### src/rtl/ccd_lt_pkg.sv
package ccd_lt_pkg;
  typedef enum logic [1:0] {
    SEG_DUMMY  = 2'd0,
    SEG_BLACK  = 2'd1,
    SEG_ACTIVE = 2'd2,
    SEG_TAIL   = 2'd3
  } seg_t;

  typedef enum logic [2:0] {
    ST_IDLE,
    ST_SETUP,
    ST_XFER,
    ST_HOLD,
    ST_SHIFT,
    ST_GAP
  } lt_state_t;
endpackage

### src/rtl/ccd_lt_cfg_check.sv
module ccd_lt_cfg_check #(
  parameter int TW       = 16,
  parameter int DW       = 8,
  parameter int MIN_CYC  = 50,
  parameter int MIN_HALF = 10
) (
  input  logic [TW-1:0] setup_cyc,
  input  logic [TW-1:0] xfer_cyc,
  input  logic [TW-1:0] hold_cyc,
  input  logic [DW-1:0] half_div,
  output logic          ok
);
  localparam logic [TW-1:0] LIM_T = TW'(MIN_CYC);
  localparam logic [DW-1:0] LIM_H = DW'(MIN_HALF);

  always_comb begin
    ok = (setup_cyc >= LIM_T) && (xfer_cyc >= LIM_T) &&
         (hold_cyc >= LIM_T) && (half_div >= LIM_H);
  end
endmodule

### src/rtl/ccd_lt_pixdiv.sv
module ccd_lt_pixdiv #(
  parameter int DW = 8
) (
  input  logic          clk,
  input  logic          rst_n,
  input  logic          run,
  input  logic [DW-1:0] half_div,
  output logic          sclk,
  output logic          per_first,
  output logic          per_end
);
  localparam int PHW = DW + 1;

  logic [PHW-1:0] ph;
  logic [PHW-1:0] last_ph;
  logic [PHW-1:0] half_w;

  always_comb begin
    half_w    = {1'b0, half_div};
    last_ph   = {half_div, 1'b0} - PHW'(1);
    sclk      = run && (ph < half_w);
    per_first = run && (ph == '0);
    per_end   = run && (ph == last_ph);
  end

  always_ff @(posedge clk or negedge rst_n) begin
    if (!rst_n)       ph <= '0;
    else if (!run)    ph <= '0;
    else if (per_end) ph <= '0;
    else              ph <= ph + PHW'(1);
  end

  // high phase lasts exactly half_div cycles
  p_high_len_r5: assert property (@(posedge clk) disable iff (!rst_n)
    (run && $past(run) && $past(sclk) && !sclk) |-> ($past(ph) == half_w - PHW'(1)));
endmodule

### src/rtl/ccd_lt_segmap.sv
module ccd_lt_segmap
  import ccd_lt_pkg::*;
#(
  parameter int LEAD_N = 33,
  parameter int BLK_AT = 13,
  parameter int BLK_N  = 18,
  parameter int ACT_N  = 2048,
  parameter int TAIL_N = 6
) (
  input  logic                     clk,
  input  logic                     rst_n,
  input  logic                     run,
  input  logic                     step,
  output logic [$clog2(LEAD_N+ACT_N+TAIL_N)-1:0] per_num,
  output logic                     per_last,
  output seg_t                     seg,
  output logic [$clog2(ACT_N)-1:0] idx
);
  localparam int TOTAL = LEAD_N + ACT_N + TAIL_N;
  localparam int PW    = $clog2(TOTAL);
  localparam int IW    = $clog2(ACT_N);
  localparam logic [PW-1:0] P_BLK0 = PW'(BLK_AT);
  localparam logic [PW-1:0] P_BLK1 = PW'(BLK_AT + BLK_N);
  localparam logic [PW-1:0] P_ACT0 = PW'(LEAD_N);
  localparam logic [PW-1:0] P_TAIL = PW'(LEAD_N + ACT_N);
  localparam logic [PW-1:0] P_LAST = PW'(TOTAL - 1);

  always_ff @(posedge clk or negedge rst_n) begin
    if (!rst_n)    per_num <= '0;
    else if (!run) per_num <= '0;
    else if (step) per_num <= per_last ? '0 : per_num + PW'(1);
  end

  always_comb begin
    per_last = (per_num == P_LAST);
    idx      = '0;
    if (!run)                                       seg = SEG_DUMMY;
    else if (per_num >= P_TAIL)                     seg = SEG_TAIL;
    else if (per_num >= P_ACT0)                     seg = SEG_ACTIVE;
    else if (per_num >= P_BLK0 && per_num < P_BLK1) seg = SEG_BLACK;
    else                                            seg = SEG_DUMMY;
    if (seg == SEG_ACTIVE) idx = IW'(per_num - P_ACT0);
  end

  p_cnt_range_r7: assert property (@(posedge clk) disable iff (!rst_n)
    per_num <= P_LAST);
  p_idx_step_r8: assert property (@(posedge clk) disable iff (!rst_n)
    (run && step && seg == SEG_ACTIVE && per_num != P_TAIL - PW'(1))
      |=> (idx == $past(idx) + IW'(1)));
endmodule

### src/rtl/ccd_line_timer.sv
module ccd_line_timer
  import ccd_lt_pkg::*;
#(
  parameter int CLK_NS       = 10,
  parameter int MIN_SPACE_NS = 500,
  parameter int MIN_PER_NS   = 200,
  parameter int TW           = 16,
  parameter int DW           = 8,
  parameter int GW           = 16,
  parameter int LEAD_N       = 33,
  parameter int BLK_AT       = 13,
  parameter int BLK_N        = 18,
  parameter int ACT_N        = 2048,
  parameter int TAIL_N       = 6
) (
  input  logic                     clk,
  input  logic                     rst_n,
  input  logic                     en,
  input  logic [DW-1:0]            half_div,
  input  logic [TW-1:0]            setup_cyc,
  input  logic [TW-1:0]            xfer_cyc,
  input  logic [TW-1:0]            hold_cyc,
  input  logic [GW-1:0]            gap_cyc,
  output logic                     xfer_o,
  output logic                     shclk_o,
  output logic                     strobe_o,
  output logic                     pix_valid_o,
  output logic [1:0]               seg_o,
  output logic [$clog2(ACT_N)-1:0] pix_idx_o,
  output logic                     line_start_o,
  output logic                     line_done_o,
  output logic                     cfg_err_o
);
  localparam int MIN_CYC  = (MIN_SPACE_NS + CLK_NS - 1) / CLK_NS;
  localparam int MIN_HALF = (MIN_PER_NS + 2*CLK_NS - 1) / (2*CLK_NS);
  localparam int CW       = (TW > GW) ? TW : GW;
  localparam int PW       = $clog2(LEAD_N + ACT_N + TAIL_N);
  localparam int IW       = $clog2(ACT_N);

  lt_state_t     state;
  logic [CW-1:0] cnt;
  logic [TW-1:0] l_setup, l_xfer, l_hold;
  logic [DW-1:0] l_half;
  logic [GW-1:0] l_gap;
  logic          cfg_ok, run, per_first, per_end, per_last, done_q, err_q;
  logic [PW-1:0] per_num;
  logic [IW-1:0] idx;
  seg_t          seg;

  ccd_lt_cfg_check #(.TW(TW), .DW(DW), .MIN_CYC(MIN_CYC), .MIN_HALF(MIN_HALF)) u_chk (
    .setup_cyc(setup_cyc), .xfer_cyc(xfer_cyc), .hold_cyc(hold_cyc),
    .half_div(half_div), .ok(cfg_ok));

  ccd_lt_pixdiv #(.DW(DW)) u_div (
    .clk(clk), .rst_n(rst_n), .run(run), .half_div(l_half),
    .sclk(shclk_o), .per_first(per_first), .per_end(per_end));

  ccd_lt_segmap #(.LEAD_N(LEAD_N), .BLK_AT(BLK_AT), .BLK_N(BLK_N),
                  .ACT_N(ACT_N), .TAIL_N(TAIL_N)) u_seg (
    .clk(clk), .rst_n(rst_n), .run(run), .step(per_end),
    .per_num(per_num), .per_last(per_last), .seg(seg), .idx(idx));

  always_ff @(posedge clk or negedge rst_n) begin
    if (!rst_n) begin
      state   <= ST_IDLE;
      cnt     <= '0;
      l_setup <= '0;
      l_xfer  <= '0;
      l_hold  <= '0;
      l_half  <= '0;
      l_gap   <= '0;
      done_q  <= 1'b0;
      err_q   <= 1'b0;
    end else begin
      done_q <= 1'b0;
      unique case (state)
        ST_IDLE: if (en) begin
          if (cfg_ok) begin
            l_setup <= setup_cyc;
            l_xfer  <= xfer_cyc;
            l_hold  <= hold_cyc;
            l_half  <= half_div;
            l_gap   <= gap_cyc;
            cnt     <= CW'(setup_cyc) - CW'(1);
            err_q   <= 1'b0;
            state   <= ST_SETUP;
          end else begin
            err_q <= 1'b1;
          end
        end
        ST_SETUP: if (cnt == '0) begin
          cnt   <= CW'(l_xfer) - CW'(1);
          state <= ST_XFER;
        end else cnt <= cnt - CW'(1);
        ST_XFER: if (cnt == '0) begin
          cnt   <= CW'(l_hold) - CW'(1);
          state <= ST_HOLD;
        end else cnt <= cnt - CW'(1);
        ST_HOLD: if (cnt == '0) state <= ST_SHIFT;
                 else cnt <= cnt - CW'(1);
        ST_SHIFT: if (per_end && per_last) begin
          cnt    <= CW'(l_gap);
          done_q <= 1'b1;
          state  <= ST_GAP;
        end
        ST_GAP: if (cnt == '0) state <= ST_IDLE;
                else cnt <= cnt - CW'(1);
        default: state <= ST_IDLE;
      endcase
    end
  end

  always_comb begin
    run          = (state == ST_SHIFT);
    xfer_o       = (state == ST_XFER);
    strobe_o     = per_end;
    pix_valid_o  = per_end && (seg == SEG_ACTIVE);
    seg_o        = seg;
    pix_idx_o    = idx;
    line_start_o = per_first && (per_num == '0);
    line_done_o  = done_q;
    cfg_err_o    = err_q;
  end

  p_clk_idle_xfer_r4: assert property (@(posedge clk) disable iff (!rst_n)
    xfer_o |-> !shclk_o);
  p_setup_idle_r3: assert property (@(posedge clk) disable iff (!rst_n)
    $rose(xfer_o) |-> !$past(shclk_o));
  p_cfg_latched_r2: assert property (@(posedge clk) disable iff (!rst_n)
    $rose(xfer_o) |-> (l_xfer >= TW'(MIN_CYC) && l_setup >= TW'(MIN_CYC) &&
                       l_hold >= TW'(MIN_CYC) && l_half >= DW'(MIN_HALF)));
  p_done_after_tail_r9: assert property (@(posedge clk) disable iff (!rst_n)
    line_done_o |-> ($past(strobe_o) && $past(seg_o) == 2'd3));
  p_start_high_r9: assert property (@(posedge clk) disable iff (!rst_n)
    line_start_o |-> (shclk_o && seg_o == 2'd0));
  p_valid_active_r8: assert property (@(posedge clk) disable iff (!rst_n)
    pix_valid_o |-> (strobe_o && seg_o == 2'd2));
endmodule

### config.mk
export PLATFORM = sky130hd
export DESIGN_NAME = ccd_line_timer
export DESIGN_NICKNAME = d
export VERILOG_FILES = /design/src/rtl/ccd_lt_pkg.sv /design/src/rtl/ccd_lt_cfg_check.sv /design/src/rtl/ccd_lt_pixdiv.sv /design/src/rtl/ccd_lt_segmap.sv /design/src/rtl/ccd_line_timer.sv
export SDC_FILE = /design/constraint.sdc
export NUM_CORES = 1
export LEC_CHECK = 0
export BUFFER_PORTS_ARGS = -buffer_cell sky130_fd_sc_hd__buf_2
export CELL_PAD_IN_SITES_DETAIL_PLACEMENT = 0
export CELL_PAD_IN_SITES_GLOBAL_PLACEMENT = 1
export CORE_MARGIN = 8
export CORE_UTILIZATION = 45
export CTS_BUF_LIST = sky130_fd_sc_hd__clkbuf_4 sky130_fd_sc_hd__clkbuf_8
export DETAILED_ROUTE_END_ITERATION = 16
export PLACE_DENSITY_LB_ADDON = 0.1
export REMOVE_ABC_BUFFERS = 1
export SYNTH_ARGS = -nofsm -noshare
export SYNTH_HDL_FRONTEND = slang
export SYNTH_SLANG_ARGS = --single-unit
### constraint.sdc
create_clock -name clk -period 3.5 [get_ports clk]
set_input_delay 0.175 -clock clk [delete_from_list [all_inputs] [get_ports clk]]
set_output_delay 0.175 -clock clk [all_outputs]
set_load 0.005 [all_outputs]
==> results.sh <==
export IMPL_status="completed"
export IMPL_min_from="half_div[0]"
export IMPL_syn_avg_cell_area_sq_um=8.92
export IMPL_ff2ff_setup_slack_ps=400
export IMPL_startpoint_type="register"
export IMPL_drive_gt1_frac=0.214
export IMPL_combinationalPowerShare=0.111
export IMPL_max_slew_margin=0.515
export IMPL_multiInputGateArea_sq_um=3920
export IMPL_pre_cts_ws_ps=456
export IMPL_p_int_mw=1.56
export IMPL_hold_class="input port to register"
export IMPL_grt_max_degree=58
export IMPL_cts_setup_buffers=0
export IMPL_numCtsBuffers=9
export IMPL_synthDistinctLibCells=63
export IMPL_die_area_sq_um=18800
export IMPL_seqCellArea_sq_um=2450
export IMPL_drv_slew=0
export IMPL_core_area_sq_um=14400
export IMPL_postSynthCellCount=740
export IMPL_diodes=0
export IMPL_ys_seq_area_frac=0.371
export IMPL_cp_arrival_ps=2990
export IMPL_grt_first_pass_wirelength_um=30700
export IMPL_synth_cell_area_sq_um=6600
export IMPL_postRouteAntennaNets=0
export IMPL_slowest_stage="or3_1"
export IMPL_grt_antenna_before_repair=0
export IMPL_crit_type="register to output port"
export IMPL_grt_overflow=0
export IMPL_n_fill_cell=1385
export IMPL_min_path_cells=3
export IMPL_cts_root_buf="clkbuf_8"
export IMPL_setup_slack_ps=336
export IMPL_power_density_nw_per_um2=287
export IMPL_ys_warn_count=0
export IMPL_worst_setup_path_end_kind="output port"
export IMPL_hpwl_um=14200
export IMPL_die_h_um=137
export IMPL_p_switching_mw=0.624
export IMPL_fin_skew_ps=19.1
export IMPL_holdPathEnd="l_half[0]"
export IMPL_grt_usage=0.207
export IMPL_finalWeightedCongestion=0.888
export IMPL_pwr_share_seq=0.555
export IMPL_cts_htree_levels=3
export IMPL_vias_per_cell=5.79
export IMPL_nets=932
export IMPL_first_pass_iters=5
export IMPL_critPathMaxStageDelay_ps=460
export IMPL_fin_crit_sh=0.904
export IMPL_via_count=5939
export IMPL_hold_ws_ps=19.4
export IMPL_synth_seq_cells=98
export IMPL_rr_startpoint="l_half[0]"
export IMPL_drt_initial_drc_count=372
export IMPL_finalHoldViolations=0
export IMPL_routed_wl_um=18900
export IMPL_synth_edf_count=0
export IMPL_grt_pass1_vias=6043
export IMPL_path_clk_slew_ps=120
export IMPL_reg2reg_depth=9
export IMPL_die_width_um=137
export IMPL_cts_tree="yes"
export IMPL_synth_ff_type="dfrtp_1"
export IMPL_most_common_layout_cells="98 x dfrtp_1, 93 x buf_2, 79 x nor2_1"
export IMPL_clkLatencyLatePin_ps=390
export IMPL_setup_violations=0
export IMPL_rr_endpoint="u_seg.per_num[5]"
export IMPL_path_max_fanout=25
export IMPL_fmax_mhz=316
export IMPL_tightest_slew_ps=727
export IMPL_syn2layout_area_growth_pct=15.2
export IMPL_sw_frac_of_total=0.286
export IMPL_clockBufferDepth=2
export IMPL_numPortBuffers=94
export IMPL_wl_per_cell_um=18.5
export IMPL_cts_sinks=98
export IMPL_maxCapViolations=0
export IMPL_rsz0062_at_grt="no"
export IMPL_vdd_drop_max_mv=0.186
export IMPL_mostFrequentLayoutCell="dfrtp_1"
export IMPL_pwr_share_clk=0.334
export IMPL_drc=0
export IMPL_ios=95
export IMPL_p_leak_nw=3.35
export IMPL_cp_cell_sequence="inv_1 > ha_1 > or3b_1 > nor4b_1 > nor3_1 > or3_1 > or2_4 > nor2_1 > buf_2"
export IMPL_cp_required_ps=3320
export IMPL_start_util=0.458
export IMPL_synthArstFlopShare=1.00
export IMPL_finalCriticalPeriod_ps=3160
export IMPL_rows=44
==> power groups by stage <==
stage | clock, mW | combinational [mW] | sequential (mW)
CTS | 0.762 | 0.245 | 1.21
floorplan | 0 | 0.117 | 1.22
global route | 0.791 | 0.271 | 1.22
finish | 0.729 | 0.243 | 1.21
global placement | 0 | 0.222 | 1.23
detailed placement | 0 | 0.231 | 1.23
==> area by class of cell <==
type	instances	area share
multi-input combinational	580	0.515
sequential	98	0.322
clock inverter	7	0.00790
timing repair buffer	121	0.0951
inverter	26	0.0128
clock buffer	9	0.0163
tap	184	0.0303
==> sequential cells by signal, summed over array words and instances (netlist names) <==
signal         count
cnt               16
l_gap             16
l_hold            16
l_xfer            16
u_seg.per_num     12
u_div.ph           9
l_half             8
state              3
cfg_err_o          1
line_done_o        1
==> cell usage after synthesis, drive strengths merged, types with 3 or more instances <==
master	count	area, sq um
and2	5	31.3
nor4	24	165
o221ai	4	35.0
nand4	11	68.8
nor2b	3	18.8
clkbuf	34	128
o211ai	7	52.6
xor2	36	315
or3	7	43.8
dfrtp	98	2450
ha	21	263
nand3b	9	67.6
a21oi	41	205
nor2	80	300
a211oi	4	35.0
xnor2	37	324
o31ai	5	37.5
or2	7	46.3
a31oi	3	18.8
o21ai	39	195
or4	12	93.8
nand2b	16	100
inv	25	93.8
o22ai	10	62.6
mux2	44	495
a22oi	10	75.1
a221oi	3	26.3
or4b	5	50.1
nand2	54	203
a32o	6	60.1
a21o	7	52.6
nor3	22	110
nand3	17	85.1
and3	4	25.0
==> what timing repair did <==
item / in CTS / in global routing
gates resized for setup: 0 / 0
endpoints found under the hold margin: 64 / 0
hold buffers: 14 / 0
==> through the flow <==
| stage | std cells | setup TNS, ps | util | cell area (sq um) | total power [mW] |
|---|---|---|---|---|---|
| floorplan | 704 | -29010 | - | 6460 | 1.34 |
| global placement | 995 | 0 | 0.505 | 7280 | 1.45 |
| detailed placement | 995 | 0 | 0.505 | 7280 | 1.46 |
| CTS | 1025 | 0 | 0.527 | 7600 | 2.22 |
| global route | 1025 | 0 | 0.527 | 7600 | 2.28 |
| finish | 1025 | 0 | 0.527 | 7600 | 2.18 |
==> critical path, delay by kind of cell, from the launching register on <==
| family | cells | cell delay, ps |
|---|---|---|
| flops | 1 | 450 |
| fa+ha+maj | 1 | 180 |
| buf+inv | 2 | 230 |
| simple gates | 6 | 1720 |
==> worst max path at each step <==
stage / startpoint / end / slack, ps
6_report: l_half[0] / strobe_o / 340
5_1_grt: l_half[0] / strobe_o / 50
4_1_cts: l_half[0] / strobe_o / 300
3_5_place_dp: l_half[0] / u_seg.per_num[5] / 460
3_3_place_gp: l_half[0] / u_seg.per_num[5] / 530
2_1_floorplan: state[2] / l_gap[0] / -550
==> logic make-up after synthesis <==
kind of cell / count (synthesis) / share of synthesized area
simple gates: 283 / 0.223
compound gates: 157 / 0.154
flops: 98 / 0.371
xor+xnor: 73 / 0.0968
buf+inv: 62 / 0.0364
mux: 46 / 0.0781
fa+ha+maj: 21 / 0.0398
==> metal layers <==
layer  track usage  vias up  wire (um)  part of all wire
met3        0.0264       26        749             0.040
met4        0.0917        0        524             0.028
met2         0.340      138       9130              0.48
li1              -     2875          -                 -
met1         0.266     2900       8530              0.45
met5             0        -          0                 0
Note: power is estimated with default switching activity, not from simulation.
